[src/rtl/irq_fetch_splice_pkg.sv]
package irq_fetch_splice_pkg;
  typedef enum logic [1:0] {
    ST_RUN   = 2'd0,
    ST_WORD0 = 2'd1,
    ST_WORD1 = 2'd2
  } splice_state_e;
endpackage

[src/rtl/ifs_rst_sync.sv]
module ifs_rst_sync (
  input  logic clk,
  input  logic rst_n,
  output logic srst_n
);
  logic [1:0] sync_q;

  always_ff @(posedge clk or negedge rst_n) begin
    if (!rst_n) sync_q <= 2'b00;
    else        sync_q <= {sync_q[0], 1'b1};
  end

  assign srst_n = sync_q[1];
endmodule

[src/rtl/ifs_pend_latch.sv]
module ifs_pend_latch (
  input  logic clk,
  input  logic srst_n,
  input  logic irq_req,
  input  logic clr,
  output logic pend
);
  logic pend_q, pend_d;

  // a fresh request wins over the clear of the same cycle
  always_comb begin
    pend_d = pend_q;
    if (clr)     pend_d = 1'b0;
    if (irq_req) pend_d = 1'b1;
  end

  always_ff @(posedge clk or negedge srst_n) begin
    if (!srst_n) pend_q <= 1'b0;
    else         pend_q <= pend_d;
  end

  assign pend = pend_q;
endmodule

[src/rtl/ifs_seq.sv]
module ifs_seq
  import irq_fetch_splice_pkg::*;
#(
  parameter int unsigned AW = 16
) (
  input  logic          clk,
  input  logic          srst_n,
  input  logic          advance,
  input  logic          pend,
  input  logic [AW-1:0] vec_base,
  output splice_state_e state,
  output logic [AW-1:0] vec_q,
  output logic          clr_pend
);
  splice_state_e st_q, st_d;
  logic [AW-1:0] vec_d;
  logic          vec_en;

  always_comb begin
    st_d   = st_q;
    vec_en = 1'b0;
    unique case (st_q)
      ST_RUN: begin
        if (advance && pend) begin
          st_d   = ST_WORD0;
          vec_en = 1'b1;
        end
      end
      ST_WORD0: if (advance) st_d = ST_WORD1;
      ST_WORD1: if (advance) st_d = ST_RUN;
      default:  st_d = ST_RUN;
    endcase
  end

  assign vec_d    = vec_en ? vec_base : vec_q;
  assign clr_pend = (st_q == ST_WORD0) && advance;

  always_ff @(posedge clk or negedge srst_n) begin
    if (!srst_n) begin
      st_q  <= ST_RUN;
      vec_q <= '0;
    end else begin
      st_q  <= st_d;
      vec_q <= vec_d;
    end
  end

  assign state = st_q;
endmodule

[src/rtl/ifs_addr_path.sv]
module ifs_addr_path
  import irq_fetch_splice_pkg::*;
#(
  parameter int unsigned AW       = 16,
  parameter int unsigned RESET_PC = 256
) (
  input  logic          clk,
  input  logic          srst_n,
  input  logic          advance,
  input  splice_state_e state,
  input  logic [AW-1:0] vec_q,
  output logic [AW-1:0] prog_addr,
  output logic          pc_hold
);
  localparam logic [AW-1:0] PC_INIT = AW'(RESET_PC);
  localparam logic [AW-1:0] ONE     = AW'(1);

  logic [AW-1:0] pc_q, pc_d;
  logic          pc_en;

  assign pc_en = advance && (state == ST_RUN);
  assign pc_d  = pc_en ? (pc_q + ONE) : pc_q;

  always_ff @(posedge clk or negedge srst_n) begin
    if (!srst_n) pc_q <= PC_INIT;
    else         pc_q <= pc_d;
  end

  always_comb begin
    unique case (state)
      ST_WORD0: prog_addr = vec_q;
      ST_WORD1: prog_addr = vec_q + ONE;
      default:  prog_addr = pc_q;
    endcase
  end

  assign pc_hold = (state != ST_RUN);
endmodule

[src/rtl/irq_fetch_splice.sv]
module irq_fetch_splice
  import irq_fetch_splice_pkg::*;
#(
  parameter int unsigned AW       = 16,
  parameter int unsigned RESET_PC = 256
) (
  input  logic          clk,
  input  logic          rst_n,
  input  logic          irq_req,
  input  logic [AW-1:0] vec_base,
  input  logic          advance,
  output logic [AW-1:0] prog_addr,
  output logic          pc_hold
);
  logic          srst_n;
  logic          pend;
  logic          clr_pend;
  splice_state_e state;
  logic [AW-1:0] vec_q;

  ifs_rst_sync u_rst (
    .clk    (clk),
    .rst_n  (rst_n),
    .srst_n (srst_n)
  );

  ifs_pend_latch u_pend (
    .clk     (clk),
    .srst_n  (srst_n),
    .irq_req (irq_req),
    .clr     (clr_pend),
    .pend    (pend)
  );

  ifs_seq #(.AW(AW)) u_seq (
    .clk      (clk),
    .srst_n   (srst_n),
    .advance  (advance),
    .pend     (pend),
    .vec_base (vec_base),
    .state    (state),
    .vec_q    (vec_q),
    .clr_pend (clr_pend)
  );

  ifs_addr_path #(.AW(AW), .RESET_PC(RESET_PC)) u_addr (
    .clk       (clk),
    .srst_n    (srst_n),
    .advance   (advance),
    .state     (state),
    .vec_q     (vec_q),
    .prog_addr (prog_addr),
    .pc_hold   (pc_hold)
  );
endmodule

[config.mk]
export PLATFORM = sky130hd
export DESIGN_NAME = irq_fetch_splice
export DESIGN_NICKNAME = d
export VERILOG_FILES = /design/src/rtl/irq_fetch_splice_pkg.sv /design/src/rtl/ifs_rst_sync.sv /design/src/rtl/ifs_pend_latch.sv /design/src/rtl/ifs_seq.sv /design/src/rtl/ifs_addr_path.sv /design/src/rtl/irq_fetch_splice.sv
export SDC_FILE = /design/constraint.sdc
export NUM_CORES = 1
export LEC_CHECK = 0
export BUFFER_PORTS_ARGS = -buffer_cell sky130_fd_sc_hd__buf_2
export CAP_MARGIN = 40
export CORE_ASPECT_RATIO = 1.25
export CORE_MARGIN = 2
export CORE_UTILIZATION = 40
export CTS_CLUSTER_SIZE = 16
export DETAILED_ROUTE_END_ITERATION = 10
export SLEW_MARGIN = 20
export SYNTH_ARGS = -nofsm -noshare
export SYNTH_HDL_FRONTEND = slang
export SYNTH_SLANG_ARGS = --single-unit
[constraint.sdc]
create_clock -name clk -period 2.2 [get_ports clk]
set_input_delay 0.11 -clock clk [delete_from_list [all_inputs] [get_ports clk]]
set_output_delay 0.11 -clock clk [all_outputs]
set_load 0.1 [all_outputs]
==> reports/qor.yml, run 1 <==
worst_hold_path:
  hp-class: "in2reg"
  hold_end: "u_seq.vec_q[13]"
  holdPathStages: 2
  min_from: "vec_base[13]"
synthesis:
  yosysSeqAreaShare_pct: 42.6
  synth_edf_count: 0
  synth_seq_cells: 37
  yosysMostFrequentCell: "dfrtp_1"
  synth_top_area_share_pct: 41.4
  synth_top_area_cell: "dfrtp_1"
  synth_area_leaders: "dfrtp_1 (41%), mux2_2 (9.8%), xnor2_1 (5.2%), nand2_1 (4.5%), ha_1 (4.0%)"
  syn_area_sq_mm: 0.00218
  async_flop_share_pct: 100
  synthesis.nets: 256
  syn_area_per_cell_sq_um: 9.50
  synthTopCellsByCount: "dfrtp_1 (36), nand2_1 (26), nor2_1 (21)"
  yosys_warnings: 0
  synth_top_flop_cell: "dfrtp_1"
  syn_inst: 229
  yosys.cell_types.count: 42
floorplan:
  die_w_um: 70.0
  rows: 30
  dieArea_sq_mm: 0.00605
  io-pin-count: 37
  start_util_pct: 40.8
  core_sq_mm: 0.00533
  chipHeight_um: 86.5
cells_and_area:
  final_cells: 347
  fillers: 449
  stdcell_area_sq_mm: 0.00313
  n_antenna_cell: 0
  syn_to_final_growth_pct: 43.8
  layout-drive-gt1-share_pct: 40.3
  num-nets-final: 310
timing:
  rsz0062_at_grt: "yes"
  layout_min_cycle_time_ns: 2.16
  fmax_ghz: 0.463
  slew_viol_final: 0
  fin_skew_ns: 0.00675
  fin_crit_sh_pct: 98.1
  hold_viol: 0
  post-route-worst-setup-slack_ns: 0.0412
  setup_tns_ns: 0
  setup_violations: 0
grt:
  grt_pass1_vias: 1883
  track_usage_pct: 17.4
  antenna_found_initial: 0
  grt_pass1_wl_um: 8420
  grt_start_max_net_pins: 36
  grt-ovfl-total: 0
setup_path:
  r2r_start: "u_seq.state[0]"
  path_class: "reg2out"
  cp_cell_sequence: "ha_4 -> nand2_4 -> nor3_4 -> or3b_1 -> xor2_1 -> o221ai_2 -> buf_12"
  worstSetupEndpointType: "output pin"
  rr_worst_depth: 7
  slowest_stage: "dfrtp_1"
  regToRegSetupSlack_ns: 0.21
  reg2reg_to: "u_addr.pc_q[15]"
  cp.arrival_ns: 2.05
  cp-start-kind: "flop"
  worstPathRequired_ns: 2.09
  path_max_fanout: 3
  cp_slowest_stage_delay_ns: 0.40
placed_design:
  portBuffers: 36
  dp_cells: 328
  gp_congestion: 0.798
  postPlaceCellArea_sq_mm: 0.00283
  hpwlAfterDp_um: 3640
  dp_slack_ns: 0.114
detailed_routing:
  drc: 0
  vias_per_cell: 5.27
  dr_total_vias: 1829
  drt_pass1_iterations: 4
  ant_nets: 0
  wl_per_cell_um: 14.3
  drtIter0Drc: 56
  totalWireLength_um: 4950
clock_network:
  htree_levels: 2
  cts_made_buffers: 5
  clk-insertion-delay-late_ns: 0.29
  clock_sinks: 37
  cts_tree: "done"
  root_buffer: "clkbuf_8"
  cts_buffer_depth: 2
  clk_pin_slew_ns: 0.07
run:
  maxCapViolCount: 0
outcome:
  status: "finished, final reports clean"
critical path, delay by kind of cell (launching register included):
| family | cells | cell delay (ns) |
|---|---|---|
| flip-flops | 1 | 0.40 |
| AND/OR/NAND/NOR | 3 | 0.62 |
| buffers and inverters | 1 | 0.21 |
| AO/OA/AOI/OAI | 1 | 0.19 |
| XOR/XNOR | 1 | 0.16 |
| adder cells (fa/ha/maj) | 1 | 0.18 |
cells in the final DEF (no fill, tap or decap), types with 2 or more instances in the layout:
master | netlist | final
a21o_1 | 2 | 2
a21oi_1 | 14 | 5
a21oi_4 | 0 | 8
a31oi_1 | 4 | 2
a31oi_4 | 0 | 2
and3_1 | 4 | 3
buf_12 | 0 | 16
buf_2 | 1 | 20
buf_4 | 1 | 16
buf_6 | 0 | 3
clkbuf_8 | 0 | 6
dfrtp_1 | 36 | 34
dfrtp_2 | 0 | 2
dlygate4sd3_1 | 0 | 2
ha_1 | 7 | 4
ha_4 | 0 | 2
inv_1 | 10 | 10
mux2_2 | 19 | 17
mux2_4 | 0 | 2
nand2_1 | 26 | 25
nand3_1 | 12 | 11
nand3_4 | 0 | 2
nand4_1 | 6 | 6
nand4_4 | 1 | 2
nor2_1 | 21 | 21
o21ai_0 | 14 | 8
o21ai_1 | 1 | 5
o21ai_2 | 0 | 2
xnor2_1 | 13 | 13
xor2_1 | 7 | 6
routing by layer:
layer  vias to the layer above  GRT usage, %  share of wire [%]
met3                         6          3.72                3.1
met4                         0          4.72                1.4
met1                       891          20.4                 41
met2                        32          32.0                 54
li1                        900             -                  -
met5                         -             0                  0
how the worst max path moves through the flow:
stage / from / endpoint
after detailed placement: u_seq.vec_q[0] / prog_addr[14]
after floorplan: u_seq.state[0] / prog_addr[11]
after global routing: u_seq.vec_q[1] / prog_addr[14]
after CTS: u_seq.vec_q[1] / prog_addr[14]
final: u_seq.vec_q[1] / prog_addr[14]
after global placement: u_seq.vec_q[0] / prog_addr[14]
repair_timing:
action	CTS	global route
hold buffers	2	0
pin swaps	2	5
gates resized for setup	5	23
buffers inserted	8	3
hold endpoints to repair	3	0
endpoints found under the setup margin	6	13
metrics by stage:
stage / util, % / hold slack, ns
finish: 58.7 / 0.0488
global route: 58.7 / 0.0353
CTS: 56.5 / 0.0413
detailed placement: 53.1 / -0.104
global placement: 53.1 / -0.105
floorplan: - / -0.186
registers in the layout (all words and copies together), names as in the netlist:
register	cells
u_pend.pend	1
u_addr.pc_q	16
u_seq.vec_q	16
u_seq.state	2
u_rst.sync_q	2
logic make-up after synthesis:
| kind of cell | share of synthesized area, % |
|---|---|
| AND/OR/NAND/NOR | 20.4 |
| AO/OA/AOI/OAI | 10.8 |
| flip-flops | 42.6 |
| XOR/XNOR | 8.05 |
| multiplexers | 10.3 |
| buffers and inverters | 3.68 |
| adder cells (fa/ha/maj) | 4.03 |
| other | 0.172 |
final cells by class:
| class | instances | area (sq um) | area share, % |
|---|---|---|---|
| Multi-Input combinational cell | 172 | 1400 | 44.8 |
| Sequential cell | 37 | 930 | 29.7 |
| Clock buffer | 7 | 86.3 | 2.76 |
| Timing Repair Buffer | 57 | 594 | 19.0 |
| Inverter | 10 | 37.5 | 1.20 |
| Tap cell | 64 | 80.1 | 2.56 |
Power of run 1 is not shown: default switching activity piles up to over one toggle a cycle in this logic, so the estimate is an artifact.
==> run 2: changes to the inputs <==
- CORE_UTILIZATION: 40 -> 50
- PLACE_DENSITY: default -> 0.72
- SLEW_MARGIN: 20 -> 15
==> reports/qor.yml, run 2 (same netlist as run 1, synthesis figures left out) <==
timing:
  post-route-worst-setup-slack_ns: -0.127  # was 0.0412 ns
  fin_skew_ns: 0.00796  # was 0.00675 ns
  hold_viol: 0  # unchanged
  rsz0062_at_grt: "yes"  # unchanged
  fin_crit_sh_pct: 106  # was 98.1%
  slew_viol_final: 0  # unchanged
  fmax_ghz: 0.430  # was 0.463 GHz
  layout_min_cycle_time_ns: 2.33  # was 2.16 ns
  setup_violations: 2  # was 0
setup_path:
  regToRegSetupSlack_ns: 0.14  # was 0.21 ns
  cp_slowest_stage_delay_ns: 0.41  # was 0.40 ns
  rr_worst_depth: 7  # unchanged
  cp-start-kind: "flop"  # unchanged
  critical_path.top_delay_family: "simple AND/OR/NAND/NOR gates"  # unchanged
  setup.worst_path.end: "prog_addr[14]"  # unchanged
  reg2reg_to: "u_addr.pc_q[15]"  # unchanged
  r2r_start: "u_seq.state[1]"  # was u_seq.state[0]
  slowest_stage: "or3b_4"  # was dfrtp_1
  critPathBufInv: 1  # unchanged
  path_class: "reg2out"  # unchanged
  path_max_fanout: 4  # was 3
  cp.arrival_ns: 2.22  # was 2.05 ns
  startpoint: "u_seq.vec_q[0]"  # was u_seq.vec_q[1]
  cp_cell_sequence: "ha_2 -> nand2_2 -> nor3_4 -> or3b_4 -> xor2_1 -> o221ai_2 -> buf_12"  # was ha_4 -> nand2_4 -> nor3_4 -> or3b_1 -> xor2_1 -> o221ai_2 -> buf_12
  worstSetupEndpointType: "output pin"  # unchanged
  worstPathRequired_ns: 2.09  # about the same
  cp.depth: 7  # unchanged
clock_network:
  cts_made_buffers: 5  # unchanged
  cts_buffer_depth: 2  # unchanged
  clk_pin_slew_ns: 0.08  # was 0.07 ns
  htree_levels: 2  # unchanged
  clk-insertion-delay-late_ns: 0.29  # about the same
  root_buffer: "clkbuf_8"  # unchanged
  clock_sinks: 37  # unchanged
  cts_tree: "done"  # unchanged
detailed_routing:
  wl_per_cell_um: 15.7  # was 14.3 um
  drt_pass1_iterations: 5  # was 4
  drc: 0  # unchanged
  dr_total_vias: 1922  # was 1829
  ant_nets: 0  # unchanged
  vias_per_cell: 5.70  # was 5.27
  drtIter0Drc: 119  # was 56
  totalWireLength_um: 5310  # was 4950 um
placed_design:
  hpwlAfterDp_um: 3660  # was 3640 um
  gp_congestion: 0.884  # was 0.798
  portBuffers: 36  # unchanged
  dp_cells: 319  # was 328
run:
  maxCapViolCount: 0  # unchanged
cells_and_area:
  n_antenna_cell: 0  # unchanged
  mostFrequentLayoutCell: "dfrtp_1"  # unchanged
  syn_to_final_growth_pct: 41.2  # was 43.8%
  largestRegisters: "u_addr.pc_q x16, u_seq.vec_q x16"  # unchanged
  final_cells: 337  # was 347
  layout-drive-gt1-share_pct: 39.1  # was 40.3%
  ff_latch_area_sq_um: 928  # was 930 sq um
  most-common-layout-cells: "dfrtp_1 (35), nand2_1 (25), nor2_1 (21)"  # was dfrtp_1 (34), nand2_1 (25), nor2_1 (21)
  num-nets-final: 307  # was 310
  fillers: 293  # was 449
  multiInputGateArea_sq_mm: 0.00136  # was 0.00140 sq mm
grt:
  use_met1_pct: 27.4  # was 20.4%
  grt_use_met3_pct: 3.19  # was 3.72%
  antenna_found_initial: 0  # unchanged
  use_met2_pct: 37.6  # was 32.0%
  grt_pass1_vias: 1780  # was 1883
  track_usage_pct: 21.7  # was 17.4%
  grt-busiest-layer: "met2"  # unchanged
  grt_pass1_wl_um: 8280  # was 8420 um
  grt-ovfl-total: 0  # unchanged
  grt_start_max_net_pins: 36  # unchanged
floorplan:
  rows: 26  # was 30
  chipHeight_um: 77.8  # was 86.5 um
  dieArea_sq_mm: 0.00490  # was 0.00605 sq mm
  io-pin-count: 37  # unchanged
  core_sq_mm: 0.00413  # was 0.00533 sq mm
  start_util_pct: 52.7  # was 40.8%
  die_w_um: 63  # was 70.0 um
worst_hold_path:
  hp-class: "in2reg"  # unchanged
outcome:
  violations: "setup timing"
  status: "complete, but fails checks"  # was finished, final reports clean
run 2: cell types whose count changed in the layout (fill, tap and decap cells not counted), moves of 2 or more:
cell and delta:
buf_4 -3, buf_6 -2, mux2_4 -2, mux2_2 +2, clkinv_2 +2, buf_12 +2
run 2: metal layers:
metal	vias up	share of wire [%]	wire [um]
met5	-	0	0
met4	0	2.4	127
met3	16	4.1	219
met2	74	53	2830
met1	939	40	2140
li1	893	-	-
run 2: what timing repair did:
item	in CTS	in global routing
hold buffers	2	0
pin swaps	3	4
endpoints found under the hold margin	3	0
resized for setup	8	10
setup buffers	6	2
endpoints found under the setup margin	11	15
run 2: worst min path at each step:
stage                      startpoint               to  slack, ns  cells after the start
after global placement          rst_n  u_rst.sync_q[0]      -0.10                      1
final                     vec_base[4]   u_seq.vec_q[4]       0.05                      2
after floorplan                 rst_n  u_rst.sync_q[0]      -0.19                      0
after detailed placement        rst_n  u_rst.sync_q[0]      -0.10                      1
after CTS                 vec_base[4]   u_seq.vec_q[4]       0.05                      2
after global routing      vec_base[6]   u_seq.vec_q[6]       0.05                      2
run 2: area by class of cell:
class	count	share of cell area, %
tap	56	2.28
clock buffer	5	2.24
multi-input combinational	172	44.3
sequential	37	30.2
clock inverter	3	0.570
timing repair buffer	54	19.2
inverter	10	1.22
run 2: stage by stage:
step	hold slack (ns)	setup TNS (ns)	util [%]	instance area [sq um]	setup slack (ns)
final	0.0468	-0.154	74.4	3070	-0.127
after global routing	0.0535	-0.424	74.4	3070	-0.224
after CTS	0.0484	-0.0270	73.1	3020	-0.0270
after detailed placement	-0.102	0	68.7	2840	0.109
after global placement	-0.105	0	68.7	2840	0.178
after floorplan	-0.186	-1.66	-	2300	-0.424
Power of run 2 is left out for the same reason.
